$ cat src/rtl/amon_pkg.sv
`timescale 1ns/1ps
package amon_pkg;
  localparam int DATA_W = 32;
  localparam int ADDR_W = 10;
  localparam int OFS_W  = 6;

  localparam logic [ADDR_W-1:0] GLB_STAT_A = 10'h000;
  localparam logic [ADDR_W-1:0] GLB_PER_A  = 10'h004;
  localparam int CH_BASE   = 'h1C0;
  localparam int CH_STRIDE = 'h040;
  localparam int GLB_IRQ_TOP = 26;

  localparam logic [OFS_W-1:0] OFS_CTRL  = 6'h00;
  localparam logic [OFS_W-1:0] OFS_HI    = 6'h04;
  localparam logic [OFS_W-1:0] OFS_LO    = 6'h08;
  localparam logic [OFS_W-1:0] OFS_LOAD  = 6'h0C;
  localparam logic [OFS_W-1:0] OFS_AHI   = 6'h10;
  localparam logic [OFS_W-1:0] OFS_ALO   = 6'h14;
  localparam logic [OFS_W-1:0] OFS_WT    = 6'h18;
  localparam logic [OFS_W-1:0] OFS_AVG   = 6'h20;
  localparam logic [OFS_W-1:0] OFS_STAT  = 6'h24;

  localparam int ST_RUN_HI = 31;
  localparam int ST_RUN_LO = 30;
  localparam int ST_AVG_HI = 29;
  localparam int ST_AVG_LO = 28;

  typedef struct packed {
    logic       chan_on;
    logic       run_hi_en;
    logic       run_lo_en;
    logic [2:0] run_hi_len;
    logic [2:0] run_lo_len;
    logic       avg_hi_en;
    logic       avg_lo_en;
    logic       sample_on;
    logic [2:0] k;
  } ctl_t;

  function automatic ctl_t ctl_decode(input logic [DATA_W-1:0] w);
    ctl_t c;
    c.chan_on    = w[31];
    c.run_hi_en  = w[30];
    c.run_lo_en  = w[29];
    c.run_hi_len = w[28:26];
    c.run_lo_len = w[25:23];
    c.avg_hi_en  = w[21];
    c.avg_lo_en  = w[20];
    c.sample_on  = w[18];
    c.k          = w[12:10];
    return c;
  endfunction
endpackage

$ cat src/rtl/amon_period_gen.sv
`timescale 1ns/1ps
module amon_period_gen #(
  parameter int UNIT_CYCLES = 4,
  parameter int PER_W       = 8,
  parameter int PER_RST     = 11
) (
  input  logic             clk,
  input  logic             rst_n,
  input  logic             per_wr,
  input  logic [PER_W-1:0] per_wdata,
  output logic [PER_W-1:0] per_q,
  output logic             strobe
);
  localparam int UNIT_W = (UNIT_CYCLES > 1) ? $clog2(UNIT_CYCLES) : 1;

  logic [UNIT_W-1:0] unit_q;
  logic [PER_W-1:0]  cnt_q;
  logic              unit_wrap;

  assign unit_wrap = (unit_q == UNIT_W'(UNIT_CYCLES - 1));
  assign strobe    = unit_wrap && (cnt_q == per_q);

  always_ff @(posedge clk) begin
    if (!rst_n) begin
      per_q  <= PER_W'(PER_RST);
      unit_q <= '0;
      cnt_q  <= '0;
    end else if (per_wr) begin
      per_q  <= per_wdata;
      unit_q <= '0;
      cnt_q  <= '0;
    end else if (unit_wrap) begin
      unit_q <= '0;
      cnt_q  <= (cnt_q == per_q) ? '0 : cnt_q + 1'b1;
    end else begin
      unit_q <= unit_q + 1'b1;
    end
  end

  // independent cycle tally since the last period boundary
  logic [31:0] span_q;
  always_ff @(posedge clk) begin
    if (!rst_n || per_wr || strobe) span_q <= '0;
    else                            span_q <= span_q + 1;
  end

  a_r2_period_len: assert property (@(posedge clk) disable iff (!rst_n)
    strobe |-> (span_q == (32'(per_q) + 32'd1) * 32'(UNIT_CYCLES) - 32'd1));
endmodule

$ cat src/rtl/amon_run_ctr.sv
`timescale 1ns/1ps
module amon_run_ctr #(
  parameter int LEN_W = 3
) (
  input  logic             clk,
  input  logic             rst_n,
  input  logic             step,
  input  logic             hit,
  input  logic [LEN_W-1:0] limit,
  output logic             fire
);
  logic [LEN_W-1:0] run_q;

  assign fire = step && hit && (run_q == limit);

  always_ff @(posedge clk) begin
    if (!rst_n)                 run_q <= '0;
    else if (step) begin
      if (!hit || fire)         run_q <= '0;
      else                      run_q <= run_q + 1'b1;
    end
  end
endmodule

$ cat src/rtl/amon_avg.sv
`timescale 1ns/1ps
module amon_avg #(
  parameter int W = 32
) (
  input  logic         clk,
  input  logic         rst_n,
  input  logic         load,
  input  logic [W-1:0] load_val,
  input  logic         step,
  input  logic [3:0]   shift,
  input  logic [W-1:0] cnt,
  output logic [W-1:0] avg_q,
  output logic [W-1:0] avg_nxt
);
  assign avg_nxt = avg_q - (avg_q >> shift) + (cnt >> shift);

  always_ff @(posedge clk) begin
    if (!rst_n)    avg_q <= '0;
    else if (load) avg_q <= load_val;
    else if (step) avg_q <= avg_nxt;
  end
endmodule

$ cat src/rtl/amon_channel.sv
`timescale 1ns/1ps
module amon_channel
  import amon_pkg::*;
(
  input  logic              clk,
  input  logic              rst_n,
  input  logic              sample,
  input  logic              event_i,
  input  logic              wr_en,
  input  logic [OFS_W-1:0]  ofs,
  input  logic [DATA_W-1:0] wdata,
  output logic [DATA_W-1:0] rdata,
  output logic              irq_o
);
  logic [DATA_W-1:0] ctl_q, hi_q, lo_q, ahi_q, alo_q, wt_q, acc_q, status_q;
  logic [DATA_W-1:0] avg_q, avg_nxt, set_v, clr_v, mask_v;
  ctl_t ctl;
  logic active, step, above, below, fire_hi, fire_lo, load_wr, stat_wr;

  assign ctl     = ctl_decode(ctl_q);
  assign active  = ctl.chan_on && ctl.sample_on;
  assign step    = sample && active;
  assign above   = acc_q > hi_q;
  assign below   = acc_q < lo_q;
  assign load_wr = wr_en && (ofs == OFS_LOAD);
  assign stat_wr = wr_en && (ofs == OFS_STAT);

  always_ff @(posedge clk) begin
    if (!rst_n) begin
      ctl_q <= '0; hi_q <= '0; lo_q <= '0;
      ahi_q <= '0; alo_q <= '0; wt_q <= '0;
    end else if (wr_en) begin
      case (ofs)
        OFS_CTRL: ctl_q <= wdata;
        OFS_HI:   hi_q  <= wdata;
        OFS_LO:   lo_q  <= wdata;
        OFS_AHI:  ahi_q <= wdata;
        OFS_ALO:  alo_q <= wdata;
        OFS_WT:   wt_q  <= wdata;
        default: ;
      endcase
    end
  end

  always_ff @(posedge clk) begin
    if (!rst_n)           acc_q <= '0;
    else if (active) begin
      if (sample)         acc_q <= event_i ? wt_q : '0;
      else if (event_i)   acc_q <= acc_q + wt_q;
    end
  end

  amon_run_ctr #(.LEN_W(3)) u_run_hi (
    .clk(clk), .rst_n(rst_n), .step(step), .hit(above),
    .limit(ctl.run_hi_len), .fire(fire_hi));

  amon_run_ctr #(.LEN_W(3)) u_run_lo (
    .clk(clk), .rst_n(rst_n), .step(step), .hit(below),
    .limit(ctl.run_lo_len), .fire(fire_lo));

  amon_avg #(.W(DATA_W)) u_avg (
    .clk(clk), .rst_n(rst_n), .load(load_wr), .load_val(wdata),
    .step(step), .shift({1'b0, ctl.k} + 4'd1), .cnt(acc_q),
    .avg_q(avg_q), .avg_nxt(avg_nxt));

  always_comb begin
    set_v = '0;
    set_v[ST_RUN_HI] = fire_hi && ctl.run_hi_en;
    set_v[ST_RUN_LO] = fire_lo && ctl.run_lo_en;
    set_v[ST_AVG_HI] = step && ctl.avg_hi_en && (avg_nxt > ahi_q);
    set_v[ST_AVG_LO] = step && ctl.avg_lo_en && (avg_nxt < alo_q);
    mask_v = '0;
    mask_v[ST_RUN_HI] = ctl.run_hi_en;
    mask_v[ST_RUN_LO] = ctl.run_lo_en;
    mask_v[ST_AVG_HI] = ctl.avg_hi_en;
    mask_v[ST_AVG_LO] = ctl.avg_lo_en;
  end

  assign clr_v = stat_wr ? wdata : '0;

  always_ff @(posedge clk) begin
    if (!rst_n) status_q <= '0;
    else        status_q <= (status_q & ~clr_v) | set_v;
  end

  assign irq_o = |(status_q & mask_v);

  always_comb begin
    case (ofs)
      OFS_CTRL: rdata = ctl_q;
      OFS_HI:   rdata = hi_q;
      OFS_LO:   rdata = lo_q;
      OFS_AHI:  rdata = ahi_q;
      OFS_ALO:  rdata = alo_q;
      OFS_WT:   rdata = wt_q;
      OFS_AVG:  rdata = avg_q;
      OFS_STAT: rdata = status_q;
      default:  rdata = '0;
    endcase
  end

  logic hi_en_q, lo_en_q;
  always_ff @(posedge clk) begin
    hi_en_q <= ctl.run_hi_en;
    lo_en_q <= ctl.run_lo_en;
  end

  a_r9_sticky: assert property (@(posedge clk) disable iff (!rst_n)
    !stat_wr |=> ((status_q & $past(status_q)) == $past(status_q)));
  a_r11_hold_avg: assert property (@(posedge clk) disable iff (!rst_n)
    (!active && !load_wr) |=> $stable(avg_q));
  a_r6_run_hi_gated: assert property (@(posedge clk) disable iff (!rst_n)
    $rose(status_q[ST_RUN_HI]) |-> hi_en_q);
  a_r7_run_lo_gated: assert property (@(posedge clk) disable iff (!rst_n)
    $rose(status_q[ST_RUN_LO]) |-> lo_en_q);
  a_r10_quiet: assert property (@(posedge clk) disable iff (!rst_n)
    (status_q == '0) |-> !irq_o);
endmodule

$ cat src/rtl/activity_monitor.sv
`timescale 1ns/1ps
module activity_monitor
  import amon_pkg::*;
#(
  parameter int NUM_CH      = 2,
  parameter int UNIT_CYCLES = 4,
  parameter int PER_W       = 8,
  parameter int PER_RST     = 11
) (
  input  logic                clk,
  input  logic                rst_n,
  input  logic [NUM_CH-1:0]   event_i,
  input  logic                reg_we,
  input  logic [ADDR_W-1:0]   reg_addr,
  input  logic [DATA_W-1:0]   reg_wdata,
  output logic [DATA_W-1:0]   reg_rdata,
  output logic                irq_o
);
  logic [PER_W-1:0]  per_q;
  logic              strobe;
  logic [NUM_CH-1:0] ch_sel, ch_irq;
  logic [DATA_W-1:0] ch_rd [NUM_CH];
  logic [DATA_W-1:0] glb_stat;

  amon_period_gen #(
    .UNIT_CYCLES(UNIT_CYCLES), .PER_W(PER_W), .PER_RST(PER_RST)
  ) u_period (
    .clk(clk), .rst_n(rst_n),
    .per_wr(reg_we && (reg_addr == GLB_PER_A)),
    .per_wdata(reg_wdata[PER_W-1:0]),
    .per_q(per_q), .strobe(strobe));

  for (genvar i = 0; i < NUM_CH; i++) begin : g_ch
    localparam int BASE_I = CH_BASE + i * CH_STRIDE;
    localparam logic [ADDR_W-1:0] BASE = BASE_I[ADDR_W-1:0];
    assign ch_sel[i] = (reg_addr[ADDR_W-1:OFS_W] == BASE[ADDR_W-1:OFS_W]);

    amon_channel u_ch (
      .clk(clk), .rst_n(rst_n), .sample(strobe), .event_i(event_i[i]),
      .wr_en(reg_we && ch_sel[i]), .ofs(reg_addr[OFS_W-1:0]),
      .wdata(reg_wdata), .rdata(ch_rd[i]), .irq_o(ch_irq[i]));
  end

  always_comb begin
    glb_stat = '0;
    for (int i = 0; i < NUM_CH; i++) glb_stat[GLB_IRQ_TOP - i] = ch_irq[i];
  end

  assign irq_o = |ch_irq;

  always_comb begin
    reg_rdata = '0;
    if (reg_addr == GLB_STAT_A)     reg_rdata = glb_stat;
    else if (reg_addr == GLB_PER_A) reg_rdata = DATA_W'(per_q);
    for (int i = 0; i < NUM_CH; i++)
      if (ch_sel[i]) reg_rdata = ch_rd[i];
  end

  a_r10_irq_pin: assert property (@(posedge clk) disable iff (!rst_n)
    irq_o |-> (glb_stat != '0));
endmodule

$ cat config.mk
export PLATFORM = sky130hd
export DESIGN_NAME = activity_monitor
export DESIGN_NICKNAME = d
export VERILOG_FILES = /design/src/rtl/amon_pkg.sv /design/src/rtl/amon_period_gen.sv /design/src/rtl/amon_run_ctr.sv /design/src/rtl/amon_avg.sv /design/src/rtl/amon_channel.sv /design/src/rtl/activity_monitor.sv
export SDC_FILE = /design/constraint.sdc
export NUM_CORES = 2
export LEC_CHECK = 0
export BUFFER_PORTS_ARGS = -buffer_cell sky130_fd_sc_hd__buf_2
export CORE_MARGIN = 2
export CORE_UTILIZATION = 45
export DETAILED_ROUTE_END_ITERATION = 10
export SYNTH_ARGS = -nofsm -noshare
export SYNTH_HDL_FRONTEND = slang
export SYNTH_HIERARCHICAL = 1
export SYNTH_SLANG_ARGS = --single-unit
$ cat constraint.sdc
create_clock -name clk -period 7 [get_ports clk]
set_input_delay 0.7 -clock clk [delete_from_list [all_inputs] [get_ports clk]]
set_output_delay 0.7 -clock clk [all_outputs]
set_load 0.1 [all_outputs]
* Word-level counts from Yosys, hierarchy flattened
Cells that the tools add are included.
Storage, ports and cells: bits in registers 606, input port bits 47
Operators by class: $add $sub $neg 14, order comparisons 8, equality and inequality tests 17, shift operators 4, muxes and demuxes 23, bitwise operators 9, reduce and logical (&&, ||, !) cells 65
Operators with widths (count):
- $pmux W32 S8 | 2
- $mux W32 | 14
- $add A32 B32 Y32 | 4
- $and A32 B32 Y32 | 4
- $gt A32 B32 Y1 | 4
- $lt A32 B32 Y1 | 4
- $shr A32 B4 Y32 | 4
- $not A32 Y32 | 2
- $or A32 B32 Y32 | 2
- $reduce_or A32 Y1 | 2
- $reduce_or A64 Y1 | 1
- $sub A32 B32 Y32 | 2
- $logic_and A1 B1 Y1 | 32
- $reduce_and A2 Y1 | 14
- $mux W27 | 1
- $eq A6 B5 Y1 const B | 3
- $mux W8 | 2
- $add A3 B1 Y3 const B | 4
- $eq A3 B3 Y1 | 4
- $eq A6 B4 Y1 const B | 2
- $eq A6 B6 Y1 const B | 2
- $mux W3 | 4
- $eq A10 B3 Y1 const B | 1
- $logic_not A10 Y1 | 1
- other kinds (15) | 25

* Logic depth before layout (Yosys ltp)
word-level depth 7, depth in mapped cells 30

* By module
The synthesis kept the hierarchy.
Modules (own cells, without submodules):
- amon_channel at g_ch[1].u_ch | instances 1, cells each 2111, area each 15727.6 um^2, sequential area each 5124.9 um^2
- amon_channel at g_ch[0].u_ch | instances 1, cells each 2055, area each 15612.5 um^2, sequential area each 5124.9 um^2
- amon_avg at g_ch[0].u_ch.u_avg | instances 1, cells each 927, area each 6810.3 um^2, sequential area each 640.6 um^2
- amon_avg at g_ch[1].u_ch.u_avg | instances 1, cells each 941, area each 6737.7 um^2, sequential area each 640.6 um^2
- amon_run_ctr | instances 4, cells each 22, area each 221.5 um^2, sequential area each 60.1 um^2
- amon_period_gen | instances 1, cells each 81, area each 819.5 um^2, sequential area each 360.3 um^2
- activity_monitor | instances 1, cells each 73, area each 568.0 um^2, sequential area each 0.0 um^2

* Least setup slack after synthesis
No wires, ideal clock.
path type register -> register, from register g_ch[1].u_ch.ctl_q[10], to register g_ch[1].u_ch.status_q[29], library setup time 121 ps, arrival time 5393 ps, path slack 1486 ps, cell stages (with the launch flop) 27, buffers on the path 4, clock period less this slack 5514 ps, cells stage by stage dfxtp_1 ha_1 buf_1 clkbuf_1 buf_1 nand2_1 a31oi_1 o21ai_0 fa_1 inv_1 ha_1 buf_2 o21ai_1 a211o_1 a31oi_4 a21oi_4 o21ai_2 a311oi_2 xnor2_1 ha_1 a21o_1 a21o_1 a211oi_1 o21ai_0 a211o_1 a21oi_1 o21ai_0
On the way: word-level cells in the longest chain between the ends 7, elaborated cells on any way between the ends 8
Ends and longest elaborated chain:
- start: declaration | RTL line amon_channel.sv:15 | logic [DATA_W-1:0] ctl_q, hi_q, lo_q, ahi_q, alo_q, wt_q, acc_q, status_q;
- start signal: assignment | RTL line amon_channel.sv:34 | OFS_CTRL: ctl_q <= wdata;
- $add A3 B1 Y4 * | RTL line amon_channel.sv:63 | .step(step), .shift({1'b0, ctl.k} + 4'd1), .cnt(acc_q),
- $shr A32 B4 Y32 | RTL line amon_avg.sv:15 | assign avg_nxt = avg_q - (avg_q >> shift) + (cnt >> shift);
- $sub A32 B32 Y32 | RTL line amon_avg.sv:15
- $add A32 B32 Y32 * | RTL line amon_avg.sv:15
- named net g_ch[1].u_ch.avg_nxt[25] | RTL line amon_channel.sv:16 | logic [DATA_W-1:0] avg_q, avg_nxt, set_v, clr_v, mask_v;
- $gt A32 B32 Y1 * | RTL line amon_channel.sv:70 | set_v[ST_AVG_HI] = step && ctl.avg_hi_en && (avg_nxt > ahi_q);
- $logic_and A1 B1 Y1 * | RTL line amon_channel.sv:70
- $or A32 B32 Y32 * | RTL line amon_channel.sv:83 | else status_q <= (status_q & ~clr_v) | set_v;
- end signal: assignment | RTL line amon_channel.sv:83
- end: declaration | RTL line amon_channel.sv:15
Mark *: on every way through the listed nets, which the timed path passes. The rest lies on a longest branch. A chain may end at the register's enable or synchronous reset.

* Worst setup path in the final report
from register g_ch[1].u_ch.ctl_q[10], to register g_ch[1].u_ch.status_q[28]
On the way: word-level cells in the longest chain between the ends 7, elaborated cells on any way between the ends 8
Ends and longest elaborated chain:
- $add A3 B1 Y4 * | RTL line amon_channel.sv:63
- $shr A32 B4 Y32 | RTL line amon_avg.sv:15
- $sub A32 B32 Y32 | RTL line amon_avg.sv:15
- $add A32 B32 Y32 * | RTL line amon_avg.sv:15
- named net g_ch[1].u_ch.avg_nxt[31] | RTL line amon_channel.sv:16
- $lt A32 B32 Y1 * | RTL line amon_channel.sv:71 | set_v[ST_AVG_LO] = step && ctl.avg_lo_en && (avg_nxt < alo_q);
- $logic_and A1 B1 Y1 * | RTL line amon_channel.sv:71
- $or A32 B32 Y32 * | RTL line amon_channel.sv:83
Marked as above.

==> flow_summary.yaml <==
synth:
  synth-async-reset-ratio_pct: 0
  synth_cell_type_count: 115
  synth_top_family_by_area: "compound AO/OA/AOI/OAI gates"
  synth_xor_area_share_pct: 2.26
  synth-simple-area-share_pct: 20.0
  post_synth_inst_count: 6276
  synth_nets: 6773
  synthFlopType: "dfxtp_1"
  ys_ff_latch: 606
  syn_area_per_cell_sq_um: 7.51
  ys_warn_count: 6
  seq_area_frac_synth_pct: 25.7
  muxShareOfSynthArea_pct: 6.92
  synth_fa_ha_area_share_pct: 13.0
  syn_area_sq_mm: 0.0472
  synth_edf_count: 0
  synth_compound_area_share_pct: 24.6
clock_tree:
  clockBufferDepth: 3
  worstSkewPairLatency_ns: 0.66
  cts_tree: "built"
  cts_htree_levels: 3
  root_buffer: "clkbuf_16"
  cts.sinks: 606
  clk_pin_slew_ns: 0.06
  cts_buffers: 74
  hold_buffers: 0
floorplanning:
  rows: 118
  design.die.area_sq_mm: 0.107
  pin_count: 80
  die_h_um: 328
  initial_core_util_pct: 45.4
  coreArea_sq_mm: 0.104
  die_w_um: 328
timing:
  hold_violations: 0
  post-route-period-util_pct: 93.8
  setup_tns_ns: 0
  fmax_mhz: 152
  relSlewSlack_pct: 12.8
  rsz0062_at_grt: "no"
  min_period_ns: 6.56
  finClkSkew_ns: 0.0296
  worstMarginPinSlew_ns: 1.31
  setup_viol: 0
  slew_viol_final: 0
global_routing:
  grt_overflow_total: 0
  antenna_found_initial: 8
  grt_max_degree: 93
  grt.total_usage_pct: 36.6
  grt_pass1_vias: 43888
  grt_first_pass_wirelength_um: 296000
hold_path:
  holdPathEnd: "g_ch[0].u_ch/status_q[0]"
  worstHoldStart: "g_ch[0].u_ch/status_q[0]"
  hold_depth: 2
  hold_class: "flop to flop"
worst_setup_path:
  cp-end-kind: "flop"
  worstReg2RegStart: "g_ch[1].u_ch/ctl_q[10]"
  critical_path_class: "flop to flop"
  crit-reg2reg-capture: "g_ch[1].u_ch/status_q[28]"
  r2r_cells: 23
  critPathLaunchType: "flop"
  critPathMaxFanout: 15
  rrSetupSlack_ns: 0.44
  cp.arrival_ns: 7.08
  required_ns: 7.51
detailed_routing:
  wl_per_cell_um: 26.8
  routed_wl_um: 203000
  drc: 4
  via_count: 48202
  drt-initial-drc-count: 6899
  dr.pass1.iters: 11
  postRouteAntennaNets: 0
  vias_per_cell: 6.36
power_and_ir_drop:
  max-vdd-ir-drop_uv: 176
  power_density_mw_per_mm2: 158
  p_leak_nw: 20.7
  total_power_mw: 8.06
placement:
  place_congestion: 0.995
  numPortBuffers: 79
  dp_hpwl_um: 148000
layout:
  areaGrowthSynthToFinish_pct: 8.38
  final_layout_size_suffix_gt1_share_pct: 7.86
  final_nets: 6634
run_status:
  violations: "DRC"
  outcome: "complete, but fails checks"
run:
  maxCapViolCount: 0
worst max-delay path: stages, from the launching register on:
cell and delay (ns):
dfxtp_1 0.44, clkinv_2 0.28, buf_4 0.29, buf_4 0.22, mux2i_1 0.21, mux2i_1 0.36
mux2i_1 0.20, or2_2 0.36, fa_1 0.50, inv_1 0.05, ha_1 0.43, a21o_1 0.23
a21o_1 0.18, a21oi_1 0.34, o21ai_0 0.16, a21oi_1 0.20, o21ai_1 0.11, xor2_1 0.43
ha_1 0.22, nand3_1 0.11, nor4b_2 0.30, nand2_1 0.28, a2111oi_4 0.43, nor2_1 0.09
stage by stage:
stage,setup slack (ns),util [%],cell area [sq um],hold slack (ns),instances
2_1_floorplan,1.49,-,47200,0.404,6276
3_3_place_gp,0.517,46.8,48600,0.413,7441
3_5_place_dp,0.486,46.8,48600,0.421,7441
4_1_cts,0.429,49.2,51100,0.409,7573
5_1_grt,0.102,49.2,51100,0.443,7573
6_report,0.436,49.2,51100,0.432,7576
power by group:
| group | switching, mW | internal [mW] | leakage (nW) |
|---|---|---|---|
| registers | 0.00334 | 3.45 | 4.88 |
| logic | 0.435 | 0.175 | 14.6 |
| clock network | 1.70 | 2.29 | 1.20 |
cell families after synthesis:
kind of cell,count (synthesis)
flip-flops,606
multiplexers,271
AO/OA/AOI/OAI,1794
AND/OR/NAND/NOR,2121
adder cells (fa/ha/maj),450
buffers and inverters,916
XOR/XNOR,118
cells in the final DEF, fill, tap and decap left out, types with 25 or more instances in the layout:
master	n
xor2_1	43
o21ai_0	263
nor3_1	66
fa_1	64
nand4_1	81
buf_4	96
a211oi_1	37
a21o_1	130
o211ai_1	36
xnor2_1	69
clkbuf_16	75
o21a_1	33
and2_1	27
buf_2	78
inv_1	514
dfxtp_1	606
a222oi_1	103
a31oi_1	48
mux2i_1	207
a21oi_1	748
mux4_2	42
nor2_1	222
nand2b_1	31
nor2b_1	49
a22oi_1	95
ha_1	384
nand2_1	1313
and3_1	42
nand3_1	137
or3_1	25
per-layer routing:
metal	up-vias	GRT usage (%)	share of wire (%)
li1	21911	-	-
met4	12	12.6	3.9
met2	2804	51.5	40
met1	23087	52.9	43
met5	-	0.355	0.063
met3	388	10.2	13
worst max-delay path by stage:
stage                           startpoint                        end  slack [ns]  cells past startpoint
floorplan           g_ch[1].u_ch/ctl_q[10]  g_ch[1].u_ch/status_q[29]        1.49                     26
global placement    g_ch[1].u_ch/ctl_q[10]  g_ch[1].u_ch/status_q[28]        0.52                     21
detailed placement  g_ch[1].u_ch/ctl_q[10]  g_ch[1].u_ch/status_q[28]        0.49                     23
CTS                 g_ch[1].u_ch/ctl_q[10]  g_ch[1].u_ch/status_q[28]        0.43                     23
global route        g_ch[1].u_ch/ctl_q[10]  g_ch[1].u_ch/status_q[29]        0.10                     23
finish              g_ch[1].u_ch/ctl_q[10]  g_ch[1].u_ch/status_q[28]        0.44                     23
flip-flops by register name, indices dropped and copies added (netlist names):
name / cells
g_ch.u_ch/u_avg/avg_q: 64
u_period/cnt_q: 8
g_ch.u_ch/u_run_lo/run_q: 6
g_ch.u_ch/alo_q: 64
g_ch.u_ch/hi_q: 64
g_ch.u_ch/status_q: 64
u_period/unit_q: 2
g_ch.u_ch/ctl_q: 64
g_ch.u_ch/acc_q: 64
g_ch.u_ch/ahi_q: 64
g_ch.u_ch/u_run_hi/run_q: 6
g_ch.u_ch/wt_q: 64
u_period/per_q: 8
g_ch.u_ch/lo_q: 64
synthesized netlist by cell type (11+ instances only):
cell	instances	share of area [%]
o211ai_1	36	0.57
nor4_1	20	0.27
mux4_2	42	2.0
nand3_1	138	1.5
o21ai_0	263	2.8
a222oi_1	103	2.2
a21boi_0	11	0.18
o22ai_1	22	0.29
nor3_1	70	0.74
fa_1	64	2.7
nand2_1	1316	10
and3_1	47	0.62
a21boi_1	12	0.19
mux2_2	22	0.53
mux2i_1	207	4.4
ha_1	386	10
a31oi_1	48	0.64
o31ai_1	22	0.35
o21ai_1	14	0.15
dfxtp_1	606	26
nand4_1	81	1.1
buf_2	61	0.65
a21oi_1	748	7.9
or3_1	26	0.34
and2_1	28	0.37
xor2_1	45	0.84
a21o_1	130	2.1
a22o_1	21	0.39
o21bai_1	13	0.21
clkbuf_1	281	2.2
o311ai_1	12	0.22
o21a_1	33	0.53
buf_1	34	0.27
or2_2	11	0.15
nand2b_1	31	0.41
xnor2_1	69	1.3
nor2b_1	51	0.68
inv_1	517	4.1
a22oi_1	95	1.5
o211a_1	15	0.32
a211oi_1	37	0.59
nor2_1	227	1.8
what timing repair did:
item	CTS	global route
endpoints found under the hold margin	0	0
setup buffers	0	0
resized for setup	0	3
endpoints found under the setup margin	0	1
area by class of cell:
| cell class | count | area, sq um |
|---|---|---|
| fillers | 10273 | 52700 |
| multi-input cells | 4754 | 31600 |
| flip-flops and latches | 606 | 12100 |
| clock buffers | 100 | 2080 |
| inverters | 524 | 1980 |
| well taps | 1380 | 1730 |
| repair buffers | 177 | 1160 |
| clock inverters | 32 | 395 |
| diodes | 3 | 7.51 |
(Power assumes the default switching activity.)
